### src/rtl/method_emit_pkg.sv
package method_emit_pkg;

  typedef enum logic [2:0] {
    ASG_PARAM          = 3'd0,
    ASG_RESULT         = 3'd1,
    ASG_RESULT_ADDR    = 3'd2,
    ASG_PARAM_EMITRES  = 3'd3,
    ASG_RESULT_EMIT    = 3'd4,
    ASG_RESULT_ADDR_B  = 3'd5,
    ASG_ADDR_EMITPARAM = 3'd6,
    ASG_ADDR_EMITHIGH  = 3'd7
  } asg_code_e;

  typedef enum logic [1:0] {
    EMIT_NONE   = 2'd0,
    EMIT_RESULT = 2'd1,
    EMIT_PARAM  = 2'd2,
    EMIT_HIGH   = 2'd3
  } emit_src_e;

  typedef struct packed {
    logic      pop_param;
    logic      wb_from_param;
    logic      set_addr;
    emit_src_e emit_src;
  } asg_ctrl_t;

endpackage

### src/rtl/method_assign_decode.sv
module method_assign_decode
  import method_emit_pkg::*;
(
  input  logic [2:0] code,
  output asg_ctrl_t  ctrl
);

  always_comb begin
    ctrl = '{pop_param: 1'b0, wb_from_param: 1'b0, set_addr: 1'b0, emit_src: EMIT_NONE};
    case (asg_code_e'(code))
      ASG_PARAM: begin
        ctrl.pop_param     = 1'b1;
        ctrl.wb_from_param = 1'b1;
      end
      ASG_RESULT: begin
      end
      ASG_RESULT_ADDR, ASG_RESULT_ADDR_B: begin
        ctrl.set_addr = 1'b1;
      end
      ASG_PARAM_EMITRES: begin
        ctrl.pop_param     = 1'b1;
        ctrl.wb_from_param = 1'b1;
        ctrl.emit_src      = EMIT_RESULT;
      end
      ASG_RESULT_EMIT: begin
        ctrl.emit_src = EMIT_RESULT;
      end
      ASG_ADDR_EMITPARAM: begin
        ctrl.pop_param = 1'b1;
        ctrl.set_addr  = 1'b1;
        ctrl.emit_src  = EMIT_PARAM;
      end
      ASG_ADDR_EMITHIGH: begin
        ctrl.set_addr = 1'b1;
        ctrl.emit_src = EMIT_HIGH;
      end
      default: begin
      end
    endcase
  end

endmodule

### src/rtl/method_addr_track.sv
module method_addr_track #(
  parameter int IDX_W  = 12,
  parameter int STEP_W = 4
) (
  input  logic                  clk,
  input  logic                  rst,
  input  logic                  set_en,
  input  logic [IDX_W+STEP_W-1:0] set_val,
  input  logic                  emit_req,
  output logic                  emit_fire,
  output logic [IDX_W+1:0]      emit_addr,
  output logic                  has_addr
);

  localparam int ADDR_W = IDX_W + 2;
  localparam int PAD_W  = ADDR_W - STEP_W - 2;

  logic [ADDR_W-1:0] addr_q;
  logic [STEP_W-1:0] step_q;
  logic              has_q;

  logic [ADDR_W-1:0] eff_addr;
  logic [STEP_W-1:0] eff_step;
  logic              eff_has;
  logic [ADDR_W-1:0] eff_inc;

  always_comb begin
    eff_addr  = set_en ? {set_val[IDX_W-1:0], 2'b00} : addr_q;
    eff_step  = set_en ? set_val[IDX_W +: STEP_W] : step_q;
    eff_has   = set_en | has_q;
    eff_inc   = {{PAD_W{1'b0}}, eff_step, 2'b00};
    emit_fire = emit_req & eff_has;
    emit_addr = eff_addr;
  end

  always_ff @(posedge clk) begin
    if (rst) begin
      addr_q <= '0;
      step_q <= '0;
      has_q  <= 1'b0;
    end else begin
      has_q  <= eff_has;
      step_q <= eff_step;
      addr_q <= emit_fire ? eff_addr + eff_inc : eff_addr;
    end
  end

  assign has_addr = has_q;

  assert_no_emit_unset_R4: assert property (@(posedge clk) disable iff (rst)
    (!has_q && !set_en) |-> !emit_fire);

  assert_flag_sticky_R4: assert property (@(posedge clk) disable iff (rst)
    has_q |=> has_q);

  assert_addr_hold_R3: assert property (@(posedge clk) disable iff (rst)
    (!set_en && !emit_fire) |=> (addr_q == $past(addr_q)));

  assert_addr_advance_R3: assert property (@(posedge clk) disable iff (rst)
    emit_fire |=> (addr_q == $past(emit_addr) + {{PAD_W{1'b0}}, step_q, 2'b00}));

  assert_addr_load_R2: assert property (@(posedge clk) disable iff (rst)
    (set_en && !emit_req) |=> (addr_q == {$past(set_val[IDX_W-1:0]), 2'b00}));

endmodule

### src/rtl/method_emit_unit.sv
module method_emit_unit
  import method_emit_pkg::*;
#(
  parameter int DATA_W   = 32,
  parameter int REG_W    = 3,
  parameter int IDX_W    = 12,
  parameter int STEP_W   = 4,
  parameter int HIGH_LSB = 12,
  parameter int HIGH_W   = 6
) (
  input  logic              clk,
  input  logic              rst,
  input  logic              op_valid,
  output logic              op_ready,
  input  logic [2:0]        op_code,
  input  logic [REG_W-1:0]  op_dst,
  input  logic [DATA_W-1:0] op_result,
  input  logic              par_valid,
  output logic              par_ready,
  input  logic [DATA_W-1:0] par_data,
  output logic              wb_valid,
  output logic [REG_W-1:0]  wb_dst,
  output logic [DATA_W-1:0] wb_data,
  output logic              mth_valid,
  output logic [IDX_W+1:0]  mth_addr,
  output logic [DATA_W-1:0] mth_data
);

  localparam int ADDR_W = IDX_W + 2;
  localparam int SET_W  = IDX_W + STEP_W;

  asg_ctrl_t         ctrl;
  logic              op_fire;
  logic              emit_fire;
  logic [ADDR_W-1:0] emit_addr;
  logic              has_addr;
  logic [DATA_W-1:0] emit_data;
  logic [DATA_W-1:0] wb_next;

  method_assign_decode u_decode (
    .code (op_code),
    .ctrl (ctrl)
  );

  assign op_ready  = !ctrl.pop_param || par_valid;
  assign par_ready = op_valid && ctrl.pop_param;
  assign op_fire   = op_valid && op_ready;

  method_addr_track #(
    .IDX_W  (IDX_W),
    .STEP_W (STEP_W)
  ) u_addr (
    .clk       (clk),
    .rst       (rst),
    .set_en    (op_fire && ctrl.set_addr),
    .set_val   (op_result[SET_W-1:0]),
    .emit_req  (op_fire && (ctrl.emit_src != EMIT_NONE)),
    .emit_fire (emit_fire),
    .emit_addr (emit_addr),
    .has_addr  (has_addr)
  );

  always_comb begin
    case (ctrl.emit_src)
      EMIT_PARAM: emit_data = par_data;
      EMIT_HIGH:  emit_data = {{(DATA_W-HIGH_W){1'b0}}, op_result[HIGH_LSB +: HIGH_W]};
      default:    emit_data = op_result;
    endcase
    wb_next = ctrl.wb_from_param ? par_data : op_result;
  end

  always_ff @(posedge clk) begin
    if (rst) begin
      wb_valid  <= 1'b0;
      wb_dst    <= '0;
      wb_data   <= '0;
      mth_valid <= 1'b0;
      mth_addr  <= '0;
      mth_data  <= '0;
    end else begin
      wb_valid  <= op_fire;
      mth_valid <= emit_fire;
      if (op_fire) begin
        wb_dst  <= op_dst;
        wb_data <= wb_next;
      end
      if (emit_fire) begin
        mth_addr <= emit_addr;
        mth_data <= emit_data;
      end
    end
  end

  assert_wb_after_accept_R11: assert property (@(posedge clk) disable iff (rst)
    op_fire |=> wb_valid);

  assert_idle_quiet_R10: assert property (@(posedge clk) disable iff (rst)
    !op_fire |=> (!wb_valid && !mth_valid));

  assert_emit_with_wb_R11: assert property (@(posedge clk) disable iff (rst)
    mth_valid |-> wb_valid);

  assert_emit_needs_addr_R4: assert property (@(posedge clk) disable iff (rst)
    mth_valid |-> has_addr);

endmodule

### config.mk
export PLATFORM = sky130hd
export DESIGN_NAME = method_emit_unit
export DESIGN_NICKNAME = d
export VERILOG_FILES = /design/src/rtl/method_emit_pkg.sv /design/src/rtl/method_assign_decode.sv /design/src/rtl/method_addr_track.sv /design/src/rtl/method_emit_unit.sv
export SDC_FILE = /design/constraint.sdc
export NUM_CORES = 1
export LEC_CHECK = 0
export CAP_MARGIN = 20
export CORE_MARGIN = 5
export CORE_UTILIZATION = 47
export CTS_BUF_LIST = sky130_fd_sc_hd__clkbuf_8
export CTS_CLUSTER_SIZE = 10
export DETAILED_ROUTE_END_ITERATION = 16
export HOLD_SLACK_MARGIN = 0.15
export PLACE_DENSITY_LB_ADDON = 0.25
export SYNTH_ARGS = -nofsm -noshare
export SYNTH_HDL_FRONTEND = slang
export SYNTH_HIERARCHICAL = 1
export SYNTH_SLANG_ARGS = --single-unit
### constraint.sdc
create_clock -name clk -period 3.8 [get_ports clk]
set_input_delay 0.38 -clock clk [delete_from_list [all_inputs] [get_ports clk]]
set_output_delay 0.38 -clock clk [all_outputs]
set_load 0.02 [all_outputs]
# Word-level counts from Yosys, hierarchy flattened
# Cells that the tools add are included.
# Widths: inputs -> output; s select.
classes:
  n_addsub: 1
  n_eq_ne: 8
  mux: 9
  bitwise_logic: 2
  n_reduce_logical: 12
ops:
  columns: ["operator", "n"]
  rows:
  - ["$pmux 32 s2", 1]
  - ["$mux 32", 1]
  - ["$mux 14", 2]
  - ["$add 14x6->14", 1]
  - ["$eq 3x3->1 const B", 4]
  - ["$eq 3x2->1 const B", 2]
  - ["$pmux 2 s3", 1]
  - ["$eq 2x2->1 const B", 2]
  - ["$logic_and 1x1->1", 4]
  - ["$mux 4", 1]
  - ["$reduce_or 2->1", 2]
  - ["$reduce_or 4->1", 1]
  - ["$logic_not 3->1", 1]
  - ["$mux 1", 3]
  - ["$reduce_or 3->1", 1]
  - ["$reduce_bool 2->1", 1]
  - ["$and 1x1->1", 1]
  - ["$logic_not 1->1", 1]
  - ["$logic_or 1x1->1", 1]
  - ["$or 1x1->1", 1]
totals:
  ff_bits: 102
  word_cells: 41

# Depth between registers and ports, before layout
# Gate-level depths: netlist (run 1).
logic_depth:
  depth_word: 10
  depth_mapped: 17
  ltp_nobuf: 13

# Cells and area by module
# The synthesis (run 1) kept the hierarchy.
modules_own_cells:
  columns: ["module", "instances", "cells_per_inst", "area_each_um2"]
  rows:
  - ["method_emit_unit", 1, 357, 3799.9]
  - ["method_addr_track", 1, 119, 1108.6]
  - ["method_assign_decode", 1, 9, 57.6]

# Worst setup path after synthesis (run 1)
# OpenSTA, ideal clock, no wires.
synth_path:
  path_kind: "input port to flip-flop"
  startpoint: "input op_code[1]"
  endpoint: "register u_addr.addr_q[10]"
  setup_ps: 86
  arrival_ps: 3335
  required_time_ps: 3714
  slack_ps: 379
  path_stages: 17
  path_buffers: 4
  cell_sequence: "xor2_1 -> o21ai_1 -> nand2b_1 -> buf_4 -> and3_1 -> buf_6 -> buf_4 -> buf_4 -> mux2_1 -> ha_1 -> inv_1 -> fa_1 -> and2b_1 -> o21ai_1 -> a2111oi_4 -> a31oi_1 -> a211oi_1"
synth_lines:
  columns: ["element", "line", "text"]
  rows:
  - ["start, declared", "method_emit_unit.sv:15", "input logic [2:0] op_code,"]
  - ["end signal, assigned", "method_addr_track.sv:44", "addr_q <= emit_fire ? eff_addr + eff_inc : eff_addr;"]
  - ["end, declared", "method_addr_track.sv:18", "logic [ADDR_W-1:0] addr_q;"]

==> flow_summary.ini, run 1 <==
[clock_network]
clock_latency_ps = 360
cts_buffers = 9
cts_hold_buf = 0
clock_path_buffers = 2
path_clk_slew_ps = 100
cts_tree = yes
cts-root-buf = clkbuf_8
cts_setup_buffers = 0
htreeDepth = 3
cts.sink_count = 102
cts_resized = 0

[floorplanning]
ios = 159
die_w_um = 113
dieArea_mm2 = 0.0127
row_count = 37
die_h_um = 113
initial_core_util_pct = 48.1
core_area_mm2 = 0.0103

[place]
numPortBuffers = 158
placed_cells = 756
place_hpwl_um = 10400
gp_congestion = 0.899

[critical_path]
critPathArrivalTime_ps = 3760
rrSetupSlack_ps = 1450
crit_end = u_addr/addr_q[10]$_SDFF_PP0_
r2r_end = u_addr/addr_q[10]$_SDFF_PP0_
startpoint = op_code[1]
required_ps = 4070
crit_fanout = 7
reg2reg_depth = 9
path_class = in -> reg
worstReg2RegStart = u_addr/addr_q[2]$_SDFF_PP0_
start_kind = primary input
worst_setup_path_end_kind = register

[synth]
ys_ff_latch = 102
synthTopCellsByCount = dfxtp_1 (102), mux2i_1 (53), nor2_1 (53)
avgSynthCellArea_um2 = 10.2
synth-compound-area-share_pct = 21.0
synth_xor_area_share_pct = 1.23
yosysSeqAreaShare_pct = 41.1
synth_nets = 564
muxShareOfSynthArea_pct = 14.1
post-synth-top-area-cell = dfxtp_1
synth_fa_ha_area_share_pct = 1.41
synth-simple-area-share_pct = 15.2
synth_top_area_share_pct = 41.1
syn_inst = 485
synth_area_mm2 = 0.00497
yosys-top-cells-area = dfxtp_1 (41%), mux2i_1 (11%), o2bb2ai_1 (5.6%)
ys.flop_type = dfxtp_1
yosys_warnings = 6
synth-edff-count = 0
synth.most_common_cell = dfxtp_1
async_reset_ff_share_pct = 0
yosys.cell_types.count = 53
synth_top_family_by_area = compound AO/OA/AOI/OAI gates

[worst_hold_path]
worst_hold_path_type = reg -> reg

[grt]
grt_use_met3_pct = 4.01
overflow = 0
grt-busiest-layer = met2
grt_util_met2_pct = 37.2
grt_pass1_wl_um = 22300
met1_usage_pct = 27.7
grt_pass1_vias = 4192
gr-usage-all-layers_pct = 21.6
grt_max_degree = 48
antenna_found_initial = 0

[routing]
wl_per_cell_um = 18.5
drt_first_iter_violations = 218
via_count = 4194
drt_pre_antenna_iters = 4
antenna_left = 0
drt-total-wl_um = 14300
viasPerCell = 5.44
route.detailed.drc = 0

[timing]
fmax_mhz = 286
worst_pin_slew_ps = 978
final.setup.tns_ps = 0
finalMaxSlewViolations = 0
clock_skew_ps = 9.80
hold_violations = 0
relSlewSlack_pct = 34.6
holdWs_ps = 471
fin_crit_ps = 3490
setup_viol = 0
min_period_over_period_pct = 91.9
rsz0062_at_grt = no

[flow_run]
maxCapViolCount = 0

[power_and_ir_drop]
ir_drop_mv = 0.230
power.leakage_nw = 2.41
p_per_area_mw_per_mm2 = 364
totalPowerFinal_mw = 2.47

[layout]
fillers = 849
synthToLayoutAreaGrowth_pct = 36.5
antenna_cells = 0
nNetsFinal = 710
layoutNonFillerInstCount = 771
drive_gt1_share_pct = 14.3

[run_status]
status = completed
-- stage by stage --
stage                     setup WS [ps]  util (%)  cell area [um^2]
after global routing                137      65.7              6780
after detailed placement          -23.7      63.7              6570
final                               308      65.7              6780
after CTS                           363      65.7              6780
after global placement              154      63.7              6570
after floorplan                     379         -              4970
-- final cells by class --
cell class	instances	area, um^2	share of cell area [%]
flip-flops and latches	102	2040	30.1
repair buffers	173	1690	24.9
well taps	136	170	2.51
clock buffers	11	151	2.23
multi-input cells	337	2640	38.9
clock inverters	4	55.1	0.812
inverters	8	31.3	0.461
-- cell usage in the layout (no fill, tap or decap), types with 5 or more instances in the layout --
cell and n:
nor2b_1 36, a21oi_1 10, a211oi_2 20, or3b_2 6, buf_4 15, mux2i_1 53, a21oi_2 20, o2bb2ai_1 32
clkdlybuf4s50_1 157, clkbuf_8 11, nand2b_1 13, o221ai_1 6, dfxtp_1 102, nor2_1 52, mux2_2 5, mux2_1 9
o21ai_1 6, a211oi_1 10, inv_1 6, nand2_1 8
-- routing by layer --
layer / wire (um) / part of all wire, % / vias to the layer above
met4: 235 / 1.6 / 0
met2: 7150 / 50 / 124
li1: - / - / 2028
met5: 0 / 0 / -
met1: 6110 / 43 / 2027
met3: 764 / 5.4 / 15
-- power by group --
group	switching (mW)	leakage, nW	internal [mW]	total (mW)
logic	0.307	1.48	0.282	0.589
clock network	0.378	0.102	0.341	0.719
registers	0.0314	0.833	1.13	1.16
total	0.716	2.41	1.75	2.47
-- worst max-delay path, cell delays in order --
cell and delay, ps:
clkdlybuf4s50_1 560, xor2_1 220, o21ai_1 100, nand2b_1 110, and3_1 350, buf_4 230
mux2_1 390, ha_1 370, and2b_1 140, o21ai_1 120, a2111oi_4 420, a31oi_1 130
a211oi_1 230
-- state kept, by name, summed over array words and instances, names as in the netlist --
signal and flops:
u_addr/addr_q 14, mth_valid 1, wb_dst 3, u_addr/has_addr 1, mth_addr 14, wb_data 32, mth_data 32, u_addr/step_q 4
wb_valid 1
-- logic make-up after synthesis --
group                      Yosys count
muxes                               68
and+or+nand+nor                    138
adders and majority gates            5
buffers and inverters               46
DFF                                102
AOI/OAI and AO/OA                  119
xor gates and xnor gates             7
-- worst min path at each step --
stage	startpoint	to	cells after the start
floorplan	u_addr/has_addr$_SDFF_PP0_	u_addr/has_addr$_SDFF_PP0_	2
global placement	wb_data[14]$_SDFFE_PP0P_	wb_data[14]$_SDFFE_PP0P_	1
detailed placement	wb_data[1]$_SDFFE_PP0P_	wb_data[1]$_SDFFE_PP0P_	1
CTS	wb_data[1]$_SDFFE_PP0P_	wb_data[1]$_SDFFE_PP0P_	1
global route	wb_data[28]$_SDFFE_PP0P_	wb_data[28]$_SDFFE_PP0P_	1
finish	wb_data[1]$_SDFFE_PP0P_	wb_data[1]$_SDFFE_PP0P_	1
(Power assumes the default switching activity.)
==> run 2, diff against run 1 <==
--- a/config.mk
+++ b/config.mk
@@ -9,7 +9,7 @@
 export CORE_MARGIN = 5
 export CORE_UTILIZATION = 47
 export CTS_BUF_LIST = sky130_fd_sc_hd__clkbuf_8
-export CTS_CLUSTER_SIZE = 10
+export CTS_CLUSTER_SIZE = 40
 export DETAILED_ROUTE_END_ITERATION = 16
 export HOLD_SLACK_MARGIN = 0.15
 export PLACE_DENSITY_LB_ADDON = 0.25
==> results of run 2 <==
Final layout, timing and power as in run 1 (identical DEF).
